`src/rtl/cycle_cost_timer.sv`:
```
module cycle_cost_timer #(
  parameter int ADDR_W = 16,
  parameter int IDX_W  = 8,
  parameter int PAGE_W = 8,
  parameter int CNT_W  = 4
) (
  input  logic              clk,
  input  logic              rst_n,
  input  logic              start,
  input  logic [3:0]        op_cls,
  input  logic [3:0]        mode,
  input  logic [ADDR_W-1:0] base_addr,
  input  logic [IDX_W-1:0]  index,
  input  logic              taken,
  input  logic [ADDR_W-1:0] target,
  output logic [CNT_W-1:0]  cycles,
  output logic              busy,
  output logic              done,
  output logic              mode_err
);
  localparam logic [3:0] C_READ = 4'd0, C_STORE = 4'd1, C_RMW = 4'd2, C_REG = 4'd3,
                         C_PUSH = 4'd4, C_PULL = 4'd5, C_RET = 4'd6, C_BRK = 4'd7,
                         C_BRANCH = 4'd8, C_JUMP = 4'd9, C_CALL = 4'd10;
  localparam logic [3:0] M_IMP = 4'd0, M_IMM = 4'd1, M_ZP = 4'd2, M_ZPX = 4'd3,
                         M_ZPY = 4'd4, M_ABS = 4'd5, M_ABX = 4'd6, M_ABY = 4'd7,
                         M_INX = 4'd8, M_INY = 4'd9, M_IND = 4'd10, M_REL = 4'd11;
  localparam int PG_HI = ADDR_W - 1;

  logic [ADDR_W-1:0] eff;
  logic              idx_cross, br_cross, is_store, pen;
  logic [CNT_W-1:0]  cost, cnt;
  logic              bad;

  assign eff       = base_addr + ADDR_W'(index);
  assign idx_cross = eff[PG_HI:PAGE_W] != base_addr[PG_HI:PAGE_W];
  assign br_cross  = target[PG_HI:PAGE_W] != base_addr[PG_HI:PAGE_W];
  assign is_store  = op_cls == C_STORE;
  assign pen       = is_store | idx_cross;

  always_comb begin
    cost = CNT_W'(2);
    bad  = 1'b0;
    case (op_cls)
      C_READ, C_STORE:
        case (mode)
          M_IMM:        bad = is_store;
          M_ZP:         cost = CNT_W'(3);
          M_ZPX, M_ZPY,
          M_ABS:        cost = CNT_W'(4);
          M_ABX, M_ABY: cost = CNT_W'(4) + CNT_W'(pen);
          M_INX:        cost = CNT_W'(6);
          M_INY:        cost = CNT_W'(5) + CNT_W'(pen);
          default:      bad = 1'b1;
        endcase
      C_RMW:
        case (mode)
          M_IMP:        cost = CNT_W'(2);
          M_ZP:         cost = CNT_W'(5);
          M_ZPX, M_ABS: cost = CNT_W'(6);
          M_ABX:        cost = CNT_W'(7);
          default:      bad = 1'b1;
        endcase
      C_REG, C_PUSH, C_PULL, C_RET, C_BRK:
        if (mode != M_IMP) bad = 1'b1;
        else
          case (op_cls)
            C_PUSH:  cost = CNT_W'(3);
            C_PULL:  cost = CNT_W'(4);
            C_RET:   cost = CNT_W'(6);
            C_BRK:   cost = CNT_W'(7);
            default: cost = CNT_W'(2);
          endcase
      C_BRANCH:
        if (mode != M_REL) bad = 1'b1;
        else cost = CNT_W'(2) + CNT_W'(taken) + CNT_W'(taken & br_cross);
      C_JUMP:
        if (mode == M_ABS)      cost = CNT_W'(3);
        else if (mode == M_IND) cost = CNT_W'(5);
        else                    bad = 1'b1;
      C_CALL:
        if (mode == M_ABS) cost = CNT_W'(6);
        else               bad = 1'b1;
      default: bad = 1'b1;
    endcase
    if (bad) cost = CNT_W'(2);
  end

  always_ff @(posedge clk or negedge rst_n) begin
    if (!rst_n) begin
      cnt      <= '0;
      cycles   <= '0;
      mode_err <= 1'b0;
    end else if (start && cnt == '0) begin
      cnt      <= cost;
      cycles   <= cost;
      mode_err <= bad;
    end else if (cnt != '0) begin
      cnt <= cnt - CNT_W'(1);
    end
  end

  assign busy = cnt != '0;
  assign done = cnt == CNT_W'(1);
endmodule

```
`config.mk`:
```
export PLATFORM = sky130hd
export DESIGN_NAME = cycle_cost_timer
export DESIGN_NICKNAME = d
export VERILOG_FILES = /design/src/rtl/cycle_cost_timer.sv
export SDC_FILE = /design/constraint.sdc
export NUM_CORES = 1
export LEC_CHECK = 0
export BUFFER_PORTS_ARGS = -buffer_cell sky130_fd_sc_hd__buf_4
export CAP_MARGIN = 15
export CORE_MARGIN = 1.5
export CORE_UTILIZATION = 50
export CTS_BUF_LIST = sky130_fd_sc_hd__clkbuf_8
export DETAILED_ROUTE_END_ITERATION = 12
export PLACE_DENSITY = 0.89
export RECOVER_POWER = 25
export SKIP_CTS_REPAIR_TIMING = 1
export SLEW_MARGIN = 10
export SYNTH_ARGS = -nofsm -noshare
export SYNTH_HDL_FRONTEND = slang
export SYNTH_SLANG_ARGS = --single-unit
```
`constraint.sdc`:
```
create_clock -name clk -period 5 [get_ports clk]
set_clock_uncertainty 0.1 [all_clocks]
set_input_delay 1 -clock clk [delete_from_list [all_inputs] [get_ports clk]]
set_output_delay 1 -clock clk [all_outputs]
set_load 0.01 [all_outputs]
```
* After elaboration in Yosys (flattened, before gate mapping) *
Cells that the tools add are included.

storage, ports and cells
  latch bits = 0
  word-level logic and storage cells = 69
  output and inout bits = 7
  memories = 0
  bits in read-only memories = 0
  bits in registers = 9
  RAM bits = 0

operators by class
  multipliers = 0
  magnitude comparators = 0
  shift-type cells = 0
  bitwise operators = 2
  equal/unequal tests = 24
  multiplexer cells = 20
  reductions and logical operators = 14
  div/mod/pow operators = 0
  add/subtract/negate cells = 6

operator list
  cell                                                                    count
  4-bit by 3-bit equality test with 1-bit output (second input constant)  8
  4-bit equality test (second input constant)                             6
  4-bit case mux with 6 select lines                                      1
  4-bit case mux with 5 select lines                                      1
  16-bit by 8-bit adder with 16-bit output                                1
  4-bit by 2-bit equality test with 1-bit output (second input constant)  4
  4-bit two-way mux                                                       4
  8-bit != test                                                           2
  4-bit by 1-bit equality test with 1-bit output (second input constant)  3
  4-bit zero test                                                         3
  3-bit two-way mux                                                       4
  3-bit case mux with 4 select lines                                      1
  5-bit OR reduction                                                      2
  3-bit case mux with 3 select lines                                      1
  3-bit by 1-bit adder with 4-bit output (first input constant)           2
  4-bit nonzero test                                                      2
  8-bit OR reduction                                                      1
  1-bit two-way mux                                                       6
  1-bit case mux with 6 select lines                                      1
  2-bit OR reduction                                                      3
  3-bit by 1-bit adder with 4-bit output                                  1
  4-bit != test (second input constant)                                   1
  4-bit by 1-bit subtractor with 4-bit output (second input constant)     1
  2-bit by 1-bit adder with 3-bit output (first input constant)           1
  6 further kinds                                                         6

* Logic depth before layout (Yosys ltp) *
  depth after elaboration = 8
  depth in mapped cells = 8
  depth with buffers taken out = 8

* Worst setup path before layout *
Ideal clock, no wire load.

  path kind = input to register
  start = input base_addr[2]
  end = register cnt[0]
  path slack = 2.362 ns
  library setup time = 0.141 ns
  path buffers = 0
  arrival = 2.397 ns
  stages = 7
  cell sequence = ha_1 > o21ai_0 > a221oi_1 > o311a_1 > a31o_1 > a221oi_2 > o221ai_1

between the ends
  cells in the longest elaborated chain, start to end = 8

RTL lines
  item                                                       line    RTL
  start, declared                                            12      input logic [ADDR_W-1:0] base_addr,
  16-bit by 8-bit adder with 16-bit output (*)               34      assign eff = base_addr + ADDR_W'(index);
  8-bit != test (*)                                          35      assign idx_cross = eff[PG_HI:PAGE_W] != base_addr[PG_HI:PAGE_W];
  1-bit OR (*)                                               38      assign pen = is_store | idx_cross;
  3-bit by 1-bit adder with 4-bit output (on tied branches)  52, 50
  4-bit case mux with 5 select lines (*)                     45      case (mode)
  4-bit case mux with 6 select lines (*)                     43      case (op_cls)
  4-bit two-way mux (*)                                      85      if (bad) cost = CNT_W'(2);
  4-bit two-way mux (*)                                      93      end else if (start && cnt == '0) begin
  end signal, assigned                                       94      cnt <= cost;
  end signal, assigned                                       98      cnt <= cnt - CNT_W'(1);
  end, declared                                              31      logic [CNT_W-1:0] cost, cnt;

Mark *: on every way between the ends. The rest lies on a longest branch, timed or not.
A chain may end at the register's enable or synchronous reset.

* Worst setup path after layout *
  start = register cnt[0]
  end = output busy

between the ends
  cells in the longest elaborated chain, start to end = 1

RTL lines
  item                line  RTL
  4-bit nonzero test  102   assign busy = cnt != '0;
  end, declared       17    output logic busy,

No other way between the ends.

==> results.md <==
- Status: complete, no violations
- Maximum VDD drop: 206 uV
- WS Path Type: reg -> out
- Cells after synthesis: 144
- Cell accounting for the most synthesized area: dfrtp_1
- Post-synth EDFFs: 0
- DR pass1 iterations: 4
- Number of port buffers: 49
- Synth top area cells: dfrtp_1, ha_1, xor2_1
- Die area: 2520 sq um
- Post-layout util: 0.739
- Detailed Route Iter0 Violations: 32
- Mapped Avg Cell Area: 7.72 sq um
- Routed WL per cell: 13.0 microns
- Largest net degree at the start of global routing: 14
- DP Cell Count: 211
- Setup crit end kind: output port
- Slew Limit Headroom: 0.598
- CTS tree: done
- Fillers: 159
- Vias in the first global route: 1,182
- Layout area overhead: 34.3%
- Worst hold slack: 405 ps
- Fin crit period: 2720 ps
- Met1 Track Usage GR: 0.304
- Worst min path class: reg -> reg
- Core Area: 2020 sq um
- Total I/O pin count: 59
- Placed cell area: 1460 sq um
- Area of the multi-input gates: 817 sq um
- WP data required: 3900 ps
- Hold Path Depth: 1
- Worst-Skew Late Latency: 230 ps
- Clock transition at path regs: 40 ps
- Least-Margin Pin Slew: 594 ps
- DRC viols: 0
- Post-synthesis cell area: 1110 sq um
- Final Total Pwr: 384 uW
- Asr flop ratio synth: 1.00
- Reg2reg setup slack: 2750 ps
- Busiest layer in global routing: met2
- Final Slew Violations: 0
- CP max FO: 4
- R2R Path End: cnt[1]$_DFFE_PN0P_
- Via count: 1,277
- Final period util: 0.543
- # setup viols final: 0
- Share of cells above drive strength 1: 0.289
- Pre-CTS WS: 2110 ps
- Total global routing overflow: 0
- Most common cell after layout, fill and taps aside: buf_4
- Row cnt: 16
- Synthesized Nets: 205
- Hold EP: cycles[2]$_DFFE_PN0P_
- Ant diodes: 0
- Placer Congestion: 0.963
- Via density: 5.97
- Storage cell area: 200 sq um
- DRT Wirelength: 2780 microns
- Yosys reg bits: 8
- Final TNS setup: 0 ps
- Total track usage: 0.247
- Final Cell Area: 1490 sq um
- Final Worst Setup Slack: 2280 ps
- Initial Utilization: 0.550
- Clock Path Buffers: 2
- Met3 Track Usage GR: 0.0476
- First-pass GRT wire length: 4840 microns
- R2R depth: 8
- Cts bufs inserted: 3
- Final Hold Vio Count: 0
- Die Y: 50.2 microns
- Top FF cell, synth: dfrtp_1
- Unrepaired setup endpoints after global routing: no
- H-Tree Level Count: 1
- Lkg Pwr: 0.709 nW
- Clk root buf: clkbuf_8
- Critical Path Source Type: flop
- Most frequent cells in the layout: buf_4, nand2_1, inv_1, ha_1
- GRT met2 Usage: 0.408
- Post-Layout Cell Count: 214
- Final net count: 250
- Top-area cell type share of the netlist area: 0.180
- Worst EP arrival: 1620 ps
- Clock sink total: 8
- Distinct cells, synth: 46
- Max Fclk: 0.368 GHz
- Max-Cap Viols: 0
- DRT antenna net count: 0
- DP HPWL: 2280 microns
- Die X: 50.2 microns
- R2r startpoint: cnt[0]$_DFFE_PN0P_
- Hold path startpoint: cycles[2]$_DFFE_PN0P_
- Post-synthesis sequential area ratio: 0.180
- Initial antenna violation count: 0
- Synthesis warning total: 0
- P per Cell Area: 257 nW/um^2
## metal layers
layer / up-vias / share of wire
met4: 0 / 0.022
met5: - / 0
met3: 11 / 0.084
met1: 564 / 0.41
met2: 71 / 0.48
li1: 631 / -
## synthesized netlist by cell type (2+ instances only)
cell type / n
nand2_1: 13
inv_1: 10
ha_1: 9
a21oi_1: 8
dfrtp_1: 8
nor2_1: 8
nor3_1: 8
xor2_1: 8
o21ai_0: 7
nand3_1: 5
nor3b_1: 5
a21o_1: 4
buf_2: 4
nor4_1: 4
buf_4: 3
nand3b_1: 3
a211oi_1: 2
a21boi_0: 2
nand4_1: 2
o21bai_1: 2
o221ai_1: 2
o31ai_1: 2
or3_1: 2
## layout make-up
type,count,share of cell area
multi-input cells,117,0.547
repair buffers,49,0.244
flip-flops and latches,8,0.134
clock buffers,3,0.0276
inverters,10,0.0251
well taps,27,0.0226
## cells by family after synthesis
group / Yosys count / share of synthesized area
compound gates: 42 / 0.271
xor+xnor: 9 / 0.0709
flops: 8 / 0.180
simple gates: 56 / 0.288
fa+ha+maj: 9 / 0.101
buf+inv: 19 / 0.0855
other cells: 1 / 0.00337
## critical path, stage by stage (launching register included)
cell	delay [ps]
dfrtp_1	400
inv_1	80
ha_1	180
nor3b_1	390
inv_1	160
buf_4	180
## power breakdown
| part | switching [mW] | internal (mW) | leakage [nW] | total [mW] |
|---|---|---|---|---|
| clock | 0.0266 | 0.0522 | 0.0216 | 0.0788 |
| combinational | 0.0901 | 0.0980 | 0.591 | 0.188 |
| sequential | 0.0238 | 0.0937 | 0.0962 | 0.118 |
| total | 0.140 | 0.244 | 0.709 | 0.384 |
## worst max-delay path by stage
stage / startpoint / end / slack [ps] / cells after the start
final: cnt[0]$_DFFE_PN0P_ / busy / 2280 / 5
after global routing: cnt[0]$_DFFE_PN0P_ / busy / 2080 / 5
after CTS: cnt[0]$_DFFE_PN0P_ / busy / 2280 / 5
after detailed placement: base_addr[2] / cnt[0]$_DFFE_PN0P_ / 2110 / 8
after global placement: base_addr[2] / cnt[0]$_DFFE_PN0P_ / 2110 / 8
after floorplan: base_addr[2] / cnt[0]$_DFFE_PN0P_ / 2360 / 7
## flip-flops by register name, indices dropped and copies added (netlist names)
signal	count
cnt	4
cycles	3
mode_err	1
Note: power is estimated with default switching activity, not from simulation.
